<file path="src/rtl/bcc_pkg.sv">
package bcc_pkg;

  typedef enum logic [1:0] {
    PH_IDLE = 2'd0,
    PH_STAT = 2'd1,
    PH_CMD  = 2'd2
  } phase_t;

  localparam int CMD_N  = 5;
  localparam int C_INTA = 0;
  localparam int C_IORD = 1;
  localparam int C_IOWR = 2;
  localparam int C_MRD  = 3;
  localparam int C_MWR  = 4;

  // any status other than both-high requests a cycle
  function automatic logic cyc_request(input logic [1:0] st_n);
    return st_n != 2'b11;
  endfunction

  // {mem_sel, s1, s0} to a one-hot active-high command vector
  function automatic logic [CMD_N-1:0] cmd_of(input logic [2:0] code);
    logic [CMD_N-1:0] v;
    v = '0;
    case (code)
      3'b000:  v[C_INTA] = 1'b1;
      3'b001:  v[C_IORD] = 1'b1;
      3'b010:  v[C_IOWR] = 1'b1;
      3'b101:  v[C_MRD]  = 1'b1;
      3'b110:  v[C_MWR]  = 1'b1;
      default: v = '0;
    endcase
    return v;
  endfunction

  function automatic logic is_write(input logic [2:0] code);
    return code[1:0] == 2'b10;
  endfunction

  function automatic logic moves_data(input logic [2:0] code);
    return |cmd_of(code);
  endfunction

endpackage

</file>
<file path="src/rtl/bcc_seq.sv">
module bcc_seq
  import bcc_pkg::*;
#(
  parameter int MIN_WAITS = 1
) (
  input  logic         clk,
  input  logic         rst,
  input  logic [1:0]   st_n,
  input  logic         mem_sel,
  input  logic         strap_bus,
  input  logic         lat_en,
  input  logic         hold_cmd,
  input  logic         rdy_n,
  output phase_t       phase,
  output logic [2:0]   code,
  output logic         sel,
  output logic         go,
  output logic         cyc_start,
  output logic         cyc_end
);

  localparam int WCNT_W = $clog2(MIN_WAITS + 2);

  logic [WCNT_W-1:0] wcnt;
  logic              waited;

  assign waited    = int'(wcnt) >= MIN_WAITS;
  assign cyc_start = (phase == PH_IDLE) && cyc_request(st_n);
  assign cyc_end   = (phase == PH_CMD) && !rdy_n && (!strap_bus || waited);

  always_ff @(negedge clk or posedge rst) begin
    if (rst) begin
      phase <= PH_IDLE;
      code  <= 3'b011;
      sel   <= 1'b0;
      go    <= 1'b0;
      wcnt  <= '0;
    end else begin
      case (phase)
        PH_IDLE: begin
          if (cyc_start) begin
            phase <= PH_STAT;
            code  <= {mem_sel, st_n};
          end
        end
        PH_STAT: begin
          phase <= PH_CMD;
          sel   <= lat_en;
          go    <= !hold_cmd;
          wcnt  <= '0;
        end
        PH_CMD: begin
          if (cyc_end) begin
            phase <= PH_IDLE;
            go    <= 1'b0;
          end else begin
            go <= go | !hold_cmd;
            if (int'(wcnt) < MIN_WAITS) wcnt <= wcnt + 1'b1;
          end
        end
        default: phase <= PH_IDLE;
      endcase
    end
  end


  stat_once_chk: assert property (@(negedge clk) disable iff (rst)
    (phase == PH_STAT) |=> (phase == PH_CMD));


  bus_wait_chk: assert property (@(negedge clk) disable iff (rst)
    (cyc_end && strap_bus) |-> ($past(phase) == PH_CMD));


  idle_stay_chk: assert property (@(negedge clk) disable iff (rst)
    (phase == PH_IDLE && st_n == 2'b11) |=> (phase == PH_IDLE));

endmodule

</file>
<file path="src/rtl/bcc_drive.sv">
module bcc_drive
  import bcc_pkg::*;
(
  input  logic             clk,
  input  logic             rst,
  input  phase_t           phase,
  input  logic [2:0]       code,
  input  logic             sel,
  input  logic             go,
  input  logic             strap_bus,
  input  logic             gate_en,
  output logic [CMD_N-1:0] cmd_n,
  output logic             cmd_oe,
  output logic             ale,
  output logic             den,
  output logic             dt_r
);

  logic             en_ok;
  logic             in_cmd;
  logic [CMD_N-1:0] cmd_act;

  assign en_ok   = strap_bus ? !gate_en : gate_en;
  assign cmd_oe  = strap_bus ? !gate_en : 1'b1;
  assign in_cmd  = (phase == PH_CMD) && sel;
  assign cmd_act = (in_cmd && go && en_ok) ? cmd_of(code) : '0;
  assign cmd_n   = ~cmd_act;
  assign den     = in_cmd && en_ok && moves_data(code);
  assign dt_r    = in_cmd && is_write(code);
  assign ale     = (phase == PH_STAT);


  cmd_onehot_chk: assert property (@(negedge clk) disable iff (rst)
    $onehot0(~cmd_n));


  off_state_chk: assert property (@(negedge clk) disable iff (rst)
    !cmd_oe |-> (&cmd_n && !den));


  cmd_den_chk: assert property (@(negedge clk) disable iff (rst)
    !(&cmd_n) |-> den);


  ale_quiet_chk: assert property (@(negedge clk) disable iff (rst)
    ale |-> (&cmd_n && !den && !dt_r));

endmodule

</file>
<file path="src/rtl/bus_cmd_ctrl.sv">
module bus_cmd_ctrl
  import bcc_pkg::*;
#(
  parameter int MIN_WAITS = 1
) (
  input  logic       clk,
  input  logic       rst,
  input  logic [1:0] st_n,
  input  logic       mem_sel,
  input  logic       strap_bus,
  input  logic       lat_en,
  input  logic       hold_cmd,
  input  logic       rdy_n,
  input  logic       gate_en,
  output logic       mrd_n,
  output logic       mwr_n,
  output logic       iord_n,
  output logic       iowr_n,
  output logic       inta_n,
  output logic       cmd_oe,
  output logic       ale,
  output logic       den,
  output logic       dt_r
);

  phase_t           phase;
  logic [2:0]       code;
  logic             sel;
  logic             go;
  logic             cyc_start;
  logic             cyc_end;
  logic [CMD_N-1:0] cmd_n;

  bcc_seq #(.MIN_WAITS(MIN_WAITS)) u_seq (
    .clk       (clk),
    .rst       (rst),
    .st_n      (st_n),
    .mem_sel   (mem_sel),
    .strap_bus (strap_bus),
    .lat_en    (lat_en),
    .hold_cmd  (hold_cmd),
    .rdy_n     (rdy_n),
    .phase     (phase),
    .code      (code),
    .sel       (sel),
    .go        (go),
    .cyc_start (cyc_start),
    .cyc_end   (cyc_end)
  );

  bcc_drive u_drive (
    .clk       (clk),
    .rst       (rst),
    .phase     (phase),
    .code      (code),
    .sel       (sel),
    .go        (go),
    .strap_bus (strap_bus),
    .gate_en   (gate_en),
    .cmd_n     (cmd_n),
    .cmd_oe    (cmd_oe),
    .ale       (ale),
    .den       (den),
    .dt_r      (dt_r)
  );

  assign inta_n = cmd_n[C_INTA];
  assign iord_n = cmd_n[C_IORD];
  assign iowr_n = cmd_n[C_IOWR];
  assign mrd_n  = cmd_n[C_MRD];
  assign mwr_n  = cmd_n[C_MWR];


  start_ale_chk: assert property (@(negedge clk) disable iff (rst)
    cyc_start |=> ale);


  end_idle_chk: assert property (@(negedge clk) disable iff (rst)
    cyc_end |=> (!ale && !den && !dt_r && mrd_n && mwr_n && iord_n && iowr_n && inta_n));

endmodule

</file>
<file path="config.mk">
export PLATFORM = sky130hd
export DESIGN_NAME = bus_cmd_ctrl
export DESIGN_NICKNAME = d
export VERILOG_FILES = /design/src/rtl/bcc_pkg.sv /design/src/rtl/bcc_seq.sv /design/src/rtl/bcc_drive.sv /design/src/rtl/bus_cmd_ctrl.sv
export SDC_FILE = /design/constraint.sdc
export NUM_CORES = 1
export LEC_CHECK = 0
export BUFFER_PORTS_ARGS = -buffer_cell sky130_fd_sc_hd__buf_2
export CAP_MARGIN = 20
export CORE_AREA = 4 4 41 43
export DETAILED_ROUTE_END_ITERATION = 7
export DIE_AREA = 0 0 45 47
export PLACE_DENSITY = 0.7
export SETUP_SLACK_MARGIN = 0.2
export SYNTH_ARGS = -nofsm -noshare
export SYNTH_HDL_FRONTEND = slang
export SYNTH_SLANG_ARGS = --single-unit
</file>
<file path="constraint.sdc">
create_clock -name clk -period 1.7 [get_ports clk]
set_input_delay 0 -clock clk [delete_from_list [all_inputs] [get_ports clk]]
set_output_delay 0 -clock clk [all_outputs]
set_load 0.02 [all_outputs]
</file>
Yosys cells after proc, flatten, opt, wreduce, memory -nomap -nowiden:

Index checks and enable logic that the tools add are counted.

* add/subtract/negate cells: 1
* $mul: 0
* div/mod/pow operators: 0
* magnitude comparators: 2
* equality and inequality tests: 12
* shifts and indexed selects: 0
* muxes and demuxes: 16
* bitwise gates (word level): 2
* reductions and logical operators: 21

Operators by type and width (count)
* inequality test 2 bit (second input constant): 5
* logical AND 1 bit: 9
* 2-to-1 mux 1 bit: 8
* 2-to-1 mux 2 bit: 4
* == test 3 bit (second input constant): 2
* case mux 2 bit (3 select lines): 1
* 2-to-1 mux 5 bit: 1
* NOT 5 bit: 1
* OR reduction 5 bit: 1
* == test 2 bit (second input constant): 2
* logical NOT 1 bit: 4
* case mux 2 bit (2 select lines): 1
* AND reduction 2 bit: 2
* == test 3 x 1 -> 1 bit (second input constant): 1
* == test 3 x 2 -> 1 bit (second input constant): 1
* logical NOT 3 bit: 1
* AND reduction 3 bit: 1
* adder 2 x 1 -> 2 bit (second input constant): 1
* == test 2 x 1 -> 1 bit (second input constant): 1
* >= comparator 2 x 1 -> 1 bit (second input constant): 1
* logical NOT 2 bit: 1
* < comparator 2 x 1 -> 1 bit (second input constant): 1
* case mux 1 bit (2 select lines): 1
* nonzero test 2 bit: 1
* other kinds (2): 2

* bits in registers: 9
* bits in latches: 0
* memory bits (writable): 0
* memory bits (read-only): 0
* input bits: 10
* output and inout port bits: 9
* word-level logic and storage cells: 59
* memories: 0

Longest topological paths before layout:

* depth in word-level cells: 6
* mapped depth: 6
* mapped depth without buffers: 5

Modules after synthesis:

A second synthesis with hierarchy kept.

* cell total of the unflattened synthesis: 67
* area total of the unflattened synthesis: 651.9 µm²

Modules (own cells, without submodules)
* bcc_seq: instances 1, cells each 49, area an instance 533.0 µm², sequential area each 227.7 µm²
* bcc_drive: instances 1, cells each 18, area an instance 118.9 µm², sequential area each 0.0 µm²

==> results.md <==
Floorplan:
- The top-level I/O count is 19.
- The floorplan step set the die height to between 40 and 50 um.
- Measured along the x axis, the die boundary spans between 40 and 50 um.
- The initial core utilization is 44.23%.
- The die covers ~2100 um2.
- The number of placement rows is 13.
- The core footprint is approximately 1300 um2.

STA:
- Clock skew on the completed layout was measured at approximately 0.048 ns.
- The final-report max-slew violation count came to 0.
- Setup repair after global routing could not meet its margin everywhere.
- The worst-margin pin slew is 0.3460 ns.
- The final critical-path setup slack is -0.6565 ns.
- The count of endpoints failing hold in the final timing report is 0.
- The worst pin sits at a relative slew slack of 76.91%.
- Setup violations remaining at the end of the flow were counted as 8.

Routing:
- The total detailed-routing wirelength is around 1.4 mm.
- The routed layout has between 500 and 600 vias.
- The detailed-routing iteration count for the pre-antenna-repair pass is 4.
- The post-route antenna net violation count is 0.
- The ratio of routed vias to standard cells is 4.934.
- The detailed-route wire length per cell is between 10 and 15 um.
- The post-route DRC violation count is 0.
- In this run, the number of DRC markers left after iteration 0 of detailed routing was 9.

Outcome:
- The run finished, with violations left.
- The final reports fail on setup timing.

Clock tree:
- The clock net in this run drives a total of 9 sinks.
- The number of buffers inserted during clock tree synthesis is 3.
- The deepest clock path buffer count is 2.
- The clock latency at the later pin of the worst-skew pair is around 0.33 ns.
- The root buffer cell chosen for the clock tree is sky130_fd_sc_hd__clkbuf_4.
- The clock slew seen by the registers of the worst setup and hold paths is around 0.05 ns.
- The H-tree level count is 1.
- TritonCTS built the clock tree.

Synthesis:
- Yosys mapped a number of flops with a built-in enable equal to 0.
- The flip-flop cell with the highest count after synthesis is sky130_fd_sc_hd__dfrtn_1.
- During synthesis, Yosys emitted a total of 0 warnings.
- The cell count after synthesis is 63.
- After synthesis the cells add up to approximately 580 um2.
- The number of storage elements in the synthesis netlist is 9.
- The number of different library cells in the post-synthesis netlist is 23.
- The async set-or-reset flop fraction in the synthesized netlist is 100.0%.
- Counting every net in the synthesized netlist gives between 70 and 80.
- The share of the Yosys chip area taken by registers is roughly 40%.
- The mean area per synthesized cell is 9.136 um2.

Worst hold path:
- The worst hold path passes through 4 cells.
- The worst hold path begins at gate_en.
- The worst hold path terminates at cmd_oe.
- In this run the worst hold path is classified as input pin to output port.

Worst setup path:
- At the worst endpoint, the required time is roughly 1.7 ns.
- The beginning of the worst register-to-register path is u_seq.phase[1]$_DFFE_NP0P_.
- The category of cells accounting for the largest share of critical-path delay is simple AND/OR/NAND/NOR gates.
- The maximum fanout count along the critical path is 3.
- The endpoint kind of the worst setup timing path is an output port.
- Setup slack on the worst reg-to-reg path comes out at about 0.060 ns.
- On the critical path, the stage with the largest delay is an instance of sky130_fd_sc_hd__dfrtn_1.
- The endpoint identified for the worst register-to-register timing path is u_seq.phase[1]$_DFFE_NP0P_.
- Counting both buffers and inverters, the worst setup path holds a total of 2.
- STA puts the critical path data arrival time at ~2.4 ns.
- STA classifies the critical path startpoint as a register.
- The number of cells on the worst reg-to-reg path is 7.
- The critical setup path kind is register to output port.
- In this design, the stage delay of the slowest critical-path cell is between 0.4 and 0.5 ns.
- Traced cell by cell, the critical path runs through inv_2 > ha_4 > and3_4 > and3b_2 > nand2_4 > buf_6.

Power:
- The static leakage power is 0.0005275 uW.
- The cell area power density is around 1600 nW/um2.
- IR analysis of the VDD net gives a maximum drop of roughly 1100 uV.

Final layout:
- Of the cells placed in the final design, the portion with a size suffix greater than 1 is 57.55%.
- Summing all non-filler instances in the final layout gives an area of between 1000 and 1500 um2.
- The layout net count is roughly 120.
- The synthesis-to-finish area growth is 74.35%.
- The number of antenna diodes in the final layout is 0.
- The finished layout holds approximately 120 standard cells, fillers aside.

Global routing:
- The remaining global-route overflow is 0.
- The number of antenna violations at the first check in global routing is 0.
- In the global route stage, overall resource usage came out at ~16%.
- Entering global routing, the biggest net connects 10 pins.
- The via count of the first global-routing pass is 586.
- The wire length of the first global-routing pass is ~2.4 mm.

Placement:
- The total cell area at the placement stage is approximately 830 um2.
- The wire-length estimate of the detail-placed layout is around 1.1 mm.
- The final weighted congestion in routability-driven placement is approximately 0.75.
- Including well taps, the total number of placed cells is 110.
- The number of buffers added on ports is 18.

Flow run:
- The max-cap check violation count is 0.
-- sequential cells by signal (all words and copies together), names as in the netlist --
| signal | cells |
|---|---|
| u_seq.code | 3 |
| u_seq.go | 1 |
| u_seq.phase | 2 |
| u_seq.sel | 1 |
| u_seq.wcnt | 2 |
-- cell type report --
type	count	area, um2
Multi-Input combinational cell	44	381.6
Clock inverter	2	7.507
Clock buffer	4	26.28
Sequential cell	9	227.7
Tap cell	15	18.77
Inverter	8	32.53
Timing Repair Buffer	39	309.0
Fill cell	87	297.8
-- what timing repair did --
action                     CTS  global route
setup buffers                3             3
pin swaps                    5             0
setup endpoints to repair   10            10
gates cloned                 0             0
hold buffers                 0             0
gates resized for setup     22             5
-- kinds of logic after synthesis --
kind of cell             Yosys count  share of synthesized area, %
AND/OR/NAND/NOR                   26                         23.48
buffers and inverters             10                         7.174
AO/OA/AOI/OAI                      9                         11.31
flip-flops                         9                         39.57
adder cells (fa/ha/maj)            5                         10.87
multiplexers                       4                         7.608
-- routing by layer --
metal	GRT usage, %	vias to the layer above	wire length, um
li1	-	299	-
met1	17.84	276	589
met2	27.97	19	742
met3	4.598	3	90
met4	8.772	0	23
met5	0	-	0
-- cells in the mapped netlist (2+ instances only) --
master | instances | area (um2)
sky130_fd_sc_hd__inv_1 | 9 | 33.78
sky130_fd_sc_hd__dfrtn_1 | 7 | 175.2
sky130_fd_sc_hd__nand2_1 | 7 | 26.28
sky130_fd_sc_hd__nor2_1 | 6 | 22.52
sky130_fd_sc_hd__ha_1 | 5 | 62.56
sky130_fd_sc_hd__nor2b_1 | 4 | 25.02
sky130_fd_sc_hd__a21oi_1 | 3 | 15.01
sky130_fd_sc_hd__and3_1 | 2 | 12.51
sky130_fd_sc_hd__dfstp_2 | 2 | 52.55
sky130_fd_sc_hd__mux2_2 | 2 | 22.52
sky130_fd_sc_hd__nand3_1 | 2 | 10.01
sky130_fd_sc_hd__nand4_1 | 2 | 12.51
sky130_fd_sc_hd__o21ai_0 | 2 | 10.01
-- stage by stage --
step	TNS (ns)	setup slack [ns]	util [%]	hold WS, ns	total power [uW]
2_1_floorplan	-2.190	-0.4166	-	0.2033	889.2
3_3_place_gp	-2.113	-0.3872	63.85	0.3724	1199
3_5_place_dp	-2.232	-0.4070	63.85	0.3738	1224
4_1_cts	-4.490	-0.6497	74.04	0.3755	1580
5_1_grt	-5.091	-0.7034	77.12	0.4079	1786
6_report	-4.754	-0.6565	77.12	0.3716	1643
-- how the worst max path moves through the flow --
stage	startpoint	to	slack [ns]	depth (start not counted)
after CTS	u_seq.phase[1]$_DFFE_NP0P_	inta_n	-0.65	5
final	u_seq.phase[0]$_DFFE_NP0P_	iord_n	-0.66	6
after global routing	u_seq.phase[1]$_DFFE_NP0P_	iord_n	-0.70	5
after global placement	u_seq.phase[0]$_DFFE_NP0P_	inta_n	-0.39	6
after floorplan	u_seq.phase[0]$_DFFE_NP0P_	inta_n	-0.42	6
after detailed placement	u_seq.phase[1]$_DFFE_NP0P_	inta_n	-0.41	5
-- power breakdown --
| part | switching [uW] | total (uW) | internal, uW |
|---|---|---|---|
| registers | 80.8 | 425 | 344 |
| logic | 443 | 1030 | 585 |
| clock network | 92.6 | 190 | 97.0 |
-- worst min-delay path, stage by stage --
cell and delay, ns:
sky130_fd_sc_hd__buf_2 0.08, sky130_fd_sc_hd__ha_1 0.12, sky130_fd_sc_hd__inv_1 0.03, sky130_fd_sc_hd__buf_2 0.14
-- cell usage in the layout (no fill, tap or decap) --
cell type / n
sky130_fd_sc_hd__inv_4: 1
sky130_fd_sc_hd__and3_4: 1
sky130_fd_sc_hd__inv_1: 8
sky130_fd_sc_hd__dfstp_2: 2
sky130_fd_sc_hd__nand2_4: 3
sky130_fd_sc_hd__buf_2: 10
sky130_fd_sc_hd__and3b_2: 1
sky130_fd_sc_hd__ha_1: 2
sky130_fd_sc_hd__nand2b_1: 1
sky130_fd_sc_hd__a21oi_1: 3
sky130_fd_sc_hd__o21ai_0: 2
sky130_fd_sc_hd__and3_2: 2
sky130_fd_sc_hd__nor2b_4: 1
sky130_fd_sc_hd__dfrtn_1: 7
sky130_fd_sc_hd__inv_2: 1
sky130_fd_sc_hd__mux2i_1: 1
sky130_fd_sc_hd__a311oi_1: 1
sky130_fd_sc_hd__o211ai_1: 1
sky130_fd_sc_hd__nand2_1: 4
sky130_fd_sc_hd__nor2b_1: 3
sky130_fd_sc_hd__buf_4: 18
sky130_fd_sc_hd__buf_6: 11
sky130_fd_sc_hd__ha_4: 3
sky130_fd_sc_hd__a21o_1: 1
sky130_fd_sc_hd__clkbuf_1: 1
sky130_fd_sc_hd__mux2_4: 1
sky130_fd_sc_hd__nand4_1: 2
sky130_fd_sc_hd__nand3_1: 2
sky130_fd_sc_hd__nor2_1: 6
sky130_fd_sc_hd__mux2_2: 2
sky130_fd_sc_hd__a32oi_2: 1
sky130_fd_sc_hd__clkbuf_4: 3
(Power assumes the default switching activity.)
